[config.mk]
export PLATFORM = sky130hd
export DESIGN_NAME = dual_irq_router
export DESIGN_NICKNAME = d
export VERILOG_FILES = /design/src/rtl/irq_route_pkg.sv /design/src/rtl/irq_route_ctl.sv /design/src/rtl/irq_route_dp.sv /design/src/rtl/dual_irq_router.sv
export SDC_FILE = /design/constraint.sdc
export NUM_CORES = 1
export LEC_CHECK = 0
export ABC_CLOCK_PERIOD_IN_PS = 2000
export BUFFER_PORTS_ARGS = -buffer_cell sky130_fd_sc_hd__buf_2
export CORE_ASPECT_RATIO = 0.5
export CORE_UTILIZATION = 35
export DETAILED_ROUTE_END_ITERATION = 10
export GPL_ROUTABILITY_DRIVEN = 0
export PLACE_DENSITY = 0.67
export SYNTH_ARGS = -nofsm -noshare
export SYNTH_HDL_FRONTEND = slang
export SYNTH_HIERARCHICAL = 1
export SYNTH_SLANG_ARGS = --single-unit
[constraint.sdc]
create_clock -name clk -period 2 [get_ports clk]
set_input_delay 0.2 -clock clk [delete_from_list [all_inputs] [get_ports clk]]
set_output_delay 0.2 -clock clk [all_outputs]
set_load 0.02 [all_outputs]
[src/rtl/irq_route_pkg.sv]
package irq_route_pkg;

  typedef enum logic [1:0] {
    SEL_NONE = 2'd0,
    SEL_CTL  = 2'd1,
    SEL_EMU  = 2'd2,
    SEL_LVL  = 2'd3
  } regSel_t;

  // Strobes from control to datapath
  typedef struct packed {
    logic       wrCtl;
    logic       wrEmu;
    logic       wrLvl;
    logic       setMode;
    logic [6:0] bitSel;
    logic       stbTake;
    logic       wrSeen;
    regSel_t    rdSel;
  } ctlStb_t;

  function automatic logic [6:0] applySetClr(input logic [6:0] cur,
                                             input logic setMode,
                                             input logic [6:0] bitSel);
    return setMode ? (cur | bitSel) : (cur & ~bitSel);
  endfunction

endpackage

[src/rtl/irq_route_ctl.sv]
module irq_route_ctl
  import irq_route_pkg::*;
#(
  parameter int ADDR_W  = 6,
  parameter int CTL_OFS = 'h28,
  parameter int EMU_OFS = 'h30,
  parameter int LVL_OFS = 'h38
) (
  input  logic              clk,
  input  logic              rstN,
  input  logic              regWr,
  input  logic [ADDR_W-1:0] regAddr,
  input  logic [7:0]        regWdata,
  input  logic              priLevelStb,
  input  logic              modeB,
  output ctlStb_t           stb
);

  regSel_t sel;
  logic    anyWr;
  logic    wrSeenQ;

  always_comb begin
    if (regAddr == ADDR_W'(CTL_OFS))      sel = SEL_CTL;
    else if (regAddr == ADDR_W'(EMU_OFS)) sel = SEL_EMU;
    else if (regAddr == ADDR_W'(LVL_OFS)) sel = SEL_LVL;
    else                                  sel = SEL_NONE;
  end

  assign anyWr = regWr && (sel != SEL_NONE);

  always_ff @(posedge clk or negedge rstN) begin
    if (!rstN) wrSeenQ <= 1'b0;
    else       wrSeenQ <= anyWr;
  end

  always_comb begin
    stb.wrCtl   = regWr && (sel == SEL_CTL);
    stb.wrEmu   = regWr && (sel == SEL_EMU);
    stb.wrLvl   = regWr && (sel == SEL_LVL);
    stb.setMode = regWdata[7];
    stb.bitSel  = regWdata[6:0];
    stb.stbTake = priLevelStb && modeB && !anyWr;
    stb.wrSeen  = wrSeenQ;
    stb.rdSel   = sel;
  end


  onehot_wr_chk: assert property (@(posedge clk) disable iff (!rstN)
    $onehot0({stb.wrCtl, stb.wrEmu, stb.wrLvl}));


  stb_collide_chk: assert property (@(posedge clk) disable iff (!rstN)
    (regWr && sel != SEL_NONE) |-> !stb.stbTake);

endmodule

[src/rtl/irq_route_dp.sv]
module irq_route_dp
  import irq_route_pkg::*;
(
  input  logic       clk,
  input  logic       rstN,
  input  ctlStb_t    stb,
  input  logic [3:0] priLevel,
  output logic [7:0] regRdata,
  output logic       modeB,
  output logic       coIrq
);

  localparam int NLVL = 7;
  localparam logic [6:0] CTL_RST = 7'h00;
  localparam logic [6:0] EMU_RST = 7'h3F;
  localparam logic [6:0] LVL_RST = 7'h7F;
  localparam logic [6:0] CTL_ONES = 7'h50;

  logic [6:0] ctlQ, emuQ, lvlQ;
  logic       irqQ;
  logic       modeA;
  logic [2:0] maskDec;
  logic [2:0] lvlClamp;
  logic [NLVL-1:0] pendVec, hitVec;
  logic       scanHit;
  logic       irqNext;
  logic       delivOn;

  assign delivOn  = !ctlQ[1] && !emuQ[6];
  assign modeA    = ctlQ[0] && delivOn;
  assign modeB    = !ctlQ[0] && delivOn;
  assign maskDec  = ~emuQ[2:0];
  assign lvlClamp = priLevel[3] ? 3'd0 : priLevel[2:0];
  assign pendVec  = ~lvlQ;

  for (genvar i = 0; i < NLVL; i++) begin : gScan
    assign hitVec[i] = pendVec[i] && (3'(i) >= maskDec);
  end

  assign scanHit = (maskDec != 3'd7) && (|hitVec);

  always_comb begin
    if (modeA)            irqNext = scanHit;
    else if (stb.stbTake) irqNext = (lvlClamp > maskDec);
    else if (stb.wrSeen)  irqNext = 1'b0;
    else                  irqNext = irqQ;
  end

  always_ff @(posedge clk or negedge rstN) begin
    if (!rstN) begin
      ctlQ <= CTL_RST;
      emuQ <= EMU_RST;
      lvlQ <= LVL_RST;
      irqQ <= 1'b0;
    end else begin
      irqQ <= irqNext;
      if (stb.wrCtl) ctlQ <= applySetClr(ctlQ, stb.setMode, stb.bitSel);
      if (stb.wrLvl) lvlQ <= applySetClr(lvlQ, stb.setMode, stb.bitSel);
      if (stb.wrEmu)
        emuQ <= applySetClr(emuQ, stb.setMode, stb.bitSel);
      else if (stb.stbTake)
        emuQ[5:3] <= ~lvlClamp;
    end
  end

  always_comb begin
    unique case (stb.rdSel)
      SEL_CTL: regRdata = {1'b0, ctlQ | CTL_ONES};
      SEL_EMU: regRdata = {1'b0, emuQ};
      SEL_LVL: regRdata = {1'b0, lvlQ};
      default: regRdata = 8'h00;
    endcase
  end

  assign coIrq = irqQ;


  full_mask_chk: assert property (@(posedge clk) disable iff (!rstN)
    (modeA && emuQ[2:0] == 3'b000) |=> !coIrq);


  wr_clear_chk: assert property (@(posedge clk) disable iff (!rstN)
    (stb.wrSeen && !modeA && !stb.stbTake) |=> !coIrq);


  stb_ignore_chk: assert property (@(posedge clk) disable iff (!rstN)
    (!modeB && !stb.wrEmu) |=> $stable(emuQ[5:3]));


  stb_store_chk: assert property (@(posedge clk) disable iff (!rstN)
    stb.stbTake |=> (emuQ[5:3] == ~$past(lvlClamp)));

endmodule

[src/rtl/dual_irq_router.sv]
module dual_irq_router
  import irq_route_pkg::*;
#(
  parameter int ADDR_W  = 6,
  parameter int CTL_OFS = 'h28,
  parameter int EMU_OFS = 'h30,
  parameter int LVL_OFS = 'h38
) (
  input  logic              clk,
  input  logic              rstN,
  input  logic              regWr,
  input  logic [ADDR_W-1:0] regAddr,
  input  logic [7:0]        regWdata,
  output logic [7:0]        regRdata,
  input  logic              priLevelStb,
  input  logic [3:0]        priLevel,
  output logic              coIrq
);

  ctlStb_t stb;
  logic    modeB;

  irq_route_ctl #(
    .ADDR_W (ADDR_W),
    .CTL_OFS(CTL_OFS),
    .EMU_OFS(EMU_OFS),
    .LVL_OFS(LVL_OFS)
  ) u_ctl (
    .clk        (clk),
    .rstN       (rstN),
    .regWr      (regWr),
    .regAddr    (regAddr),
    .regWdata   (regWdata),
    .priLevelStb(priLevelStb),
    .modeB      (modeB),
    .stb        (stb)
  );

  irq_route_dp u_dp (
    .clk     (clk),
    .rstN    (rstN),
    .stb     (stb),
    .priLevel(priLevel),
    .regRdata(regRdata),
    .modeB   (modeB),
    .coIrq   (coIrq)
  );


  const_bits_chk: assert property (@(posedge clk) disable iff (!rstN)
    (regAddr == ADDR_W'(CTL_OFS)) |-> (regRdata[6] && regRdata[4] && !regRdata[7]));

endmodule

==> flow_metrics.py, run 1 <==
metrics = {
    "outcome": {
        "status": "finished, final reports clean",
    },
    "pwr": {
        "ir_drop_mv": 0.176,
        "total_leakage_power_nw": 0.714,
        "pwr_cell_area_nw_per_um2": 623,
    },
    "drt": {
        "total_via_count_in_the_routed_design": 1056,
        "drt_iter0_drc": 83,
        "drcViolationCount": 0,
        "totalWireLength_um": 2920,
        "drtPass1Iterations": 4,
        "avgViaCountPerCell": 4.98,
        "postRouteAntennaNets": 0,
        "wl_per_cell_um": 13.8,
    },
    "yosys": {
        "post_synth_instance_area_sq_um": 1380,
        "synth.distinct_cells": 35,
        "synth_fa_ha_area_share_pct": 2.73,
        "synth.area.top_cells": "sky130_fd_sc_hd__dfstp_2, sky130_fd_sc_hd__dfrtp_1, sky130_fd_sc_hd__mux2_2",
        "ys_seq_area_share_pct": 39.4,
        "synth_xor_xnor_area_share_pct": 0,
        "post_synth_inst_count": 138,
        "synth_compound_area_share_pct": 12.1,
        "synth_top_cell_by_area": "sky130_fd_sc_hd__dfstp_2",
        "mappedNetlistNets": 163,
        "yosysWarnings": 6,
        "synthSimpleGateAreaFrac_pct": 18.5,
        "post_synth_mux_area_share_pct": 19.5,
        "synth_area_per_cell_sq_um": 9.97,
        "ys_seq_elements": 21,
        "synth_top_family_by_area": "multiplexers",
        "synth_top_cell_area_share_pct": 24.8,
    },
    "sta": {
        "timing_max_transition_violations_final": 0,
        "fin_skew_ns": 0.00150,
        "min_period_over_period_pct": 91.4,
        "rsz_0062_raised_after_global_routing": "false",
        "hold_viol_final": 0,
        "final.min_clock_period_ns": 1.83,
        "hold_slack_ns": 0.264,
        "max_freq_ghz": 0.547,
        "setup-tns-final_ns": 0,
        "finalWorstSetupSlack_ns": 0.172,
        "setup_viol_count_final": 0,
    },
    "critical_path": {
        "critPathMaxFanout": 10,
        "crit_type": "in -> out",
        "regToRegEndpoint": "u_dp/coIrq",
        "worst-r2r-setup-slack_ns": 0.45,
        "cp_data_required_time_ns": 1.80,
        "endpoint_kind": "output port",
        "setup.worst_path.start_class": "input port",
        "worstSetupStartpoint": "regAddr[2]",
        "critPathArrivalTime_ns": 1.63,
        "worstRegToRegCells": 5,
    },
    "layout": {
        "nNetsFinal": 187,
        "multiInputGateArea_sq_um": 732,
        "syn_to_final_growth_pct": 14.2,
        "layout_common_cells": "sky130_fd_sc_hd__buf_2, sky130_fd_sc_hd__nand2_1, sky130_fd_sc_hd__mux2_2",
        "seq_area_sq_um": 542,
        "antenna_cells_inserted": 0,
        "layout_cells_sized_above_1_pct": 42.9,
        "fillCellCount": 342,
        "mostFrequentLayoutCell": "sky130_fd_sc_hd__buf_2",
    },
    "global_route": {
        "top_usage_layer": "met2",
        "use_met1_pct": 20.0,
        "antenna_found_initial": 0,
        "number_of_global_route_vias_before_repair": 997,
        "grt_use_met2_pct": 26.4,
        "grt_pass1_wl_um": 4750,
        "groute.layer.met3.usage_pct": 2.97,
        "remaining_overflow_grt": 0,
        "gr-usage-all-layers_pct": 15.2,
        "pin_count_of_the_biggest_net_entering_global_routing": 22,
    },
    "placed_design": {
        "place.detailed.hpwl_um": 2240,
        "pre_cts_slack_ns": 0.175,
        "numPortBuffers": 29,
    },
    "clock_network": {
        "clock_tree_root": "sky130_fd_sc_hd__clkbuf_8",
        "tritoncts_num_sinks": 21,
        "postCtsSetupBuffers": 0,
        "cts.clk_slew.worst_paths_ns": 0.08,
        "cts-root-to-sink-buffers": 2,
        "clkLatencyLatePin_ns": 0.26,
        "cts.htree.levels": 1,
        "tritoncts_clock_tree": "yes",
        "cts_resized": 0,
        "cts_made_buffers": 3,
    },
    "die": {
        "core_sq_um": 3580,
        "die_h_um": 46.3,
        "start_util_pct": 38.4,
        "placementRows": 15,
        "die_w_um": 90.7,
        "num_io_pins": 31,
        "die_footprint_sq_um": 4200,
    },
    "run": {
        "maxCapViolCount": 0,
    },
    "min_path": {
        "hp-start": "regWdata[2]",
        "hold_path.class": "in -> reg",
        "hold_path_depth": 3,
    },
}
cell usage after synthesis:
cell / count
sky130_fd_sc_hd__nand2_1: 26
sky130_fd_sc_hd__mux2_2: 16
sky130_fd_sc_hd__dfstp_2: 13
sky130_fd_sc_hd__buf_4: 10
sky130_fd_sc_hd__dfrtp_1: 8
sky130_fd_sc_hd__mux2_1: 7
sky130_fd_sc_hd__a21oi_1: 5
sky130_fd_sc_hd__a22o_1: 5
sky130_fd_sc_hd__nor2_1: 5
sky130_fd_sc_hd__buf_2: 4
sky130_fd_sc_hd__and2_2: 3
sky130_fd_sc_hd__ha_1: 3
sky130_fd_sc_hd__nor2b_1: 3
sky130_fd_sc_hd__o21ai_0: 3
sky130_fd_sc_hd__o21ai_1: 3
sky130_fd_sc_hd__and4b_1: 2
sky130_fd_sc_hd__nand2b_1: 2
sky130_fd_sc_hd__nor3b_1: 2
sky130_fd_sc_hd__o21a_1: 2
sky130_fd_sc_hd__a211o_1: 1
sky130_fd_sc_hd__a211oi_1: 1
sky130_fd_sc_hd__a21boi_0: 1
sky130_fd_sc_hd__a22oi_1: 1
sky130_fd_sc_hd__a31oi_1: 1
sky130_fd_sc_hd__and2b_1: 1
sky130_fd_sc_hd__and4_1: 1
sky130_fd_sc_hd__clkbuf_1: 1
sky130_fd_sc_hd__conb_1: 1
sky130_fd_sc_hd__inv_1: 1
sky130_fd_sc_hd__mux2i_1: 1
sky130_fd_sc_hd__nand3_1: 1
sky130_fd_sc_hd__nor3_1: 1
sky130_fd_sc_hd__nor4b_4: 1
sky130_fd_sc_hd__o211ai_1: 1
sky130_fd_sc_hd__o21bai_1: 1
repair_timing:
action | CTS | global route
endpoints found under the setup margin | 0 | 0
endpoints found under the hold margin | 8 | 0
hold buffers | 1 | 0
critical path, stage by stage:
cell and delay, ns:
sky130_fd_sc_hd__buf_2 0.11, sky130_fd_sc_hd__nor4b_4 0.30, sky130_fd_sc_hd__and2_2 0.30, sky130_fd_sc_hd__mux2_1 0.34, sky130_fd_sc_hd__a22o_1 0.22, sky130_fd_sc_hd__buf_2 0.15
report_power, final:
group          total (mW)  internal (mW)  leakage, nW  switching, mW
Clock               0.282          0.142       0.0228          0.140
Sequential          0.519          0.482        0.244         0.0376
Combinational       0.178         0.0907        0.448         0.0874
Total               0.980          0.714        0.714          0.265
layout make-up:
class                           instances  area share, %
Clock buffer                            4           2.87
Inverter                                1          0.239
Multi-Input combinational cell        101           46.6
Sequential cell                        21           34.5
Tap cell                               51           4.06
Timing Repair Buffer                   34           11.8
logic make-up after synthesis:
logic type | count (synthesis)
adder cells (fa/ha/maj) | 3
AND/OR/NAND/NOR | 48
AO/OA/AOI/OAI | 25
buffers and inverters | 16
multiplexers | 24
flip-flops | 21
other | 1
layer usage:
metal	vias to the layer above	wire, um
met4	0	12
met5	-	0
met3	2	118
met2	28	1370
li1	521	-
met1	505	1430
through the flow:
step                util, %  total power, mW  cells  area (sq um)
CTS                    43.8            0.989    212          1570
floorplan                 -            0.640    138          1380
detailed placement     42.3            0.704    207          1520
global route           43.8             1.03    212          1570
global placement       42.3            0.696    207          1520
finish                 43.8            0.980    212          1570
worst max-delay path by stage:
stage                   to  slack (ns)
2_1_floorplan  regRdata[3]        0.29
3_3_place_gp   regRdata[3]        0.19
3_5_place_dp   regRdata[3]        0.18
4_1_cts        regRdata[3]        0.18
5_1_grt        regRdata[3]        0.08
6_report       regRdata[3]        0.17
(Power assumes the default switching activity.)
==> run 2: changes to the inputs <==
--- a/config.mk
+++ b/config.mk
@@ -5,13 +5,13 @@
 export SDC_FILE = /design/constraint.sdc
 export NUM_CORES = 1
 export LEC_CHECK = 0
-export ABC_CLOCK_PERIOD_IN_PS = 2000
+export ABC_CLOCK_PERIOD_IN_PS = 2100
 export BUFFER_PORTS_ARGS = -buffer_cell sky130_fd_sc_hd__buf_2
 export CORE_ASPECT_RATIO = 0.5
-export CORE_UTILIZATION = 35
+export CORE_UTILIZATION = 53
 export DETAILED_ROUTE_END_ITERATION = 10
 export GPL_ROUTABILITY_DRIVEN = 0
-export PLACE_DENSITY = 0.67
+export PLACE_DENSITY = 0.89
 export SYNTH_ARGS = -nofsm -noshare
 export SYNTH_HDL_FRONTEND = slang
 export SYNTH_HIERARCHICAL = 1
==> constraint.sdc (replaced) <==
create_clock -name clk -period 2.1 [get_ports clk]
set_input_delay 0.21 -clock clk [delete_from_list [all_inputs] [get_ports clk]]
set_output_delay 0.21 -clock clk [all_outputs]
set_load 0.02 [all_outputs]
==> flow_metrics.py, run 2 (same netlist as run 1, synthesis figures left out) <==
metrics = {
    "drt": {
        "wl_per_cell_um": 15.1,
        "drcViolationCount": 0,
        "totalWireLength_um": 2940,
        "drt_iter0_drc": 57,
        "avgViaCountPerCell": 5.53,
        "total_via_count_in_the_routed_design": 1078,
        "drtPass1Iterations": 4,
        "postRouteAntennaNets": 0,
    },
    "die": {
        "placementRows": 12,
        "num_io_pins": 31,
        "die_w_um": 74.1,
        "die_h_um": 38.0,
        "start_util_pct": 59.1,
        "core_sq_um": 2330,
        "die_footprint_sq_um": 2820,
    },
    "clock_network": {
        "clock_tree_root": "sky130_fd_sc_hd__clkbuf_8",
        "cts-root-to-sink-buffers": 2,
        "cts.htree.levels": 1,
        "cts_made_buffers": 3,
        "tritoncts_num_sinks": 21,
        "ctsHoldBuffers": 1,
        "postCtsSetupBuffers": 0,
        "clkLatencyLatePin_ns": 0.27,
        "cts_resized": 0,
        "tritoncts_clock_tree": "yes",
        "cts.clk_slew.worst_paths_ns": 0.08,
    },
    "min_path": {
        "hp-start": "regWdata[1]",
        "hold_path_depth": 3,
        "hold_path.class": "in -> reg",
    },
    "sta": {
        "max_freq_ghz": 0.546,
        "hold_slack_ns": 0.274,
        "setup_viol_count_final": 0,
        "setup-tns-final_ns": 0,
        "min_period_over_period_pct": 87.2,
        "rsz_0062_raised_after_global_routing": "false",
        "timing_max_transition_violations_final": 0,
        "final.min_clock_period_ns": 1.83,
        "fin_skew_ns": 0.00486,
        "hold_viol_final": 0,
    },
    "critical_path": {
        "critPathMaxFanout": 10,
        "setup.worst_path.start_class": "input port",
        "max_stage_delay_ns": 0.35,
        "cp_data_required_time_ns": 1.89,
        "worstRegToRegCells": 5,
        "critical_path.slowest_cell": "sky130_fd_sc_hd__mux2_1",
        "critPathArrivalTime_ns": 1.62,
        "worstSetupStartpoint": "regAddr[2]",
        "critical_path.cell_chain": "buf_2 > nor4b_4 > and2_2 > mux2_1 > a22o_1 > buf_2",
        "crit_type": "in -> out",
        "critical_path_most_common_cell": "sky130_fd_sc_hd__buf_2",
        "endpoint_kind": "output port",
    },
    "global_route": {
        "number_of_global_route_vias_before_repair": 1042,
        "antenna_found_initial": 0,
        "grt_pass1_wl_um": 5030,
        "pin_count_of_the_biggest_net_entering_global_routing": 22,
        "gr-usage-all-layers_pct": 25.2,
        "remaining_overflow_grt": 0,
    },
    "placed_design": {
        "detailed_place.area_sq_um": 1490,
        "numPortBuffers": 29,
        "place.detailed.hpwl_um": 2200,
    },
    "outcome": {
        "status": "finished, final reports clean",
    },
    "layout": {
        "layout_common_cells": "sky130_fd_sc_hd__buf_2, sky130_fd_sc_hd__nand2_1, sky130_fd_sc_hd__mux2_2",
        "syn_to_final_growth_pct": 12.3,
        "stdcell_area_sq_um": 1550,
        "layout_cells_sized_above_1_pct": 43.1,
        "nNetsFinal": 186,
        "fillCellCount": 183,
        "antenna_cells_inserted": 0,
        "mostFrequentLayoutCell": "sky130_fd_sc_hd__buf_2",
    },
    "pwr": {
        "total_leakage_power_nw": 0.712,
        "pwr_cell_area_nw_per_um2": 607,
        "ir_drop_mv": 0.286,
    },
    "run": {
        "maxCapViolCount": 0,
    },
}
run 2: cell types whose count changed in the layout (fill, tap and decap cells not counted), sizes merged:
cell / previous run / this run
clkinv: 0 / 1
clkbuf: 4 / 3
buf: 33 / 32
run 2: cell type report:
cell class,count,area (sq um),area share [%]
clock buffer,3,41.3,2.67
clock inverter,1,5.00,0.324
inverter,1,3.75,0.243
multi-input combinational,101,732,47.4
sequential,21,542,35.1
tap,35,43.8,2.83
timing repair buffer,33,178,11.5
run 2: through the flow:
| stage | total power, mW | cells | worst slack (ns) | util [%] |
|---|---|---|---|---|
| 2_1_floorplan | 0.609 | 138 | 0.374 | - |
| 5_1_grt | 0.991 | 195 | 0.183 | 66.4 |
| 3_3_place_gp | 0.660 | 190 | 0.286 | 64.0 |
| 3_5_place_dp | 0.670 | 190 | 0.261 | 64.0 |
| 4_1_cts | 0.946 | 195 | 0.264 | 66.4 |
| 6_report | 0.938 | 195 | 0.269 | 66.4 |
run 2: final timing paths:
check / slack (ns) / end
worst max-delay path: 0.27 / regRdata[3]
worst min-delay path: 0.27 / register
worst max register to register: 0.48 / u_dp/coIrq
worst min register to register: 0.51 / register
max in group asynchronous: 1.31 / asynchronous set/reset pin
min in group asynchronous: 0.43 / asynchronous set/reset pin
run 2: routing by layer:
layer  up-vias  global-route usage [%]  wire length [um]
li1        519                       -                 -
met1       510                    33.8              1320
met2        42                    40.2              1340
met3         7                    5.79               229
met4         0                    9.62                51
met5         -                       0                 0
run 2: where the power goes:
part | total [mW] | internal, mW | switching, mW | leakage, nW
registers | 0.493 | 0.459 | 0.0342 | 0.244
clock network | 0.272 | 0.133 | 0.139 | 0.0255
logic | 0.173 | 0.0867 | 0.0866 | 0.442
total | 0.938 | 0.678 | 0.260 | 0.712
run 2: worst max-delay path: cells and delay by family:
family          cells  cell delay [ns]
compound gates      1             0.22
buf+inv             2             0.26
mux                 1             0.35
simple gates        2             0.57
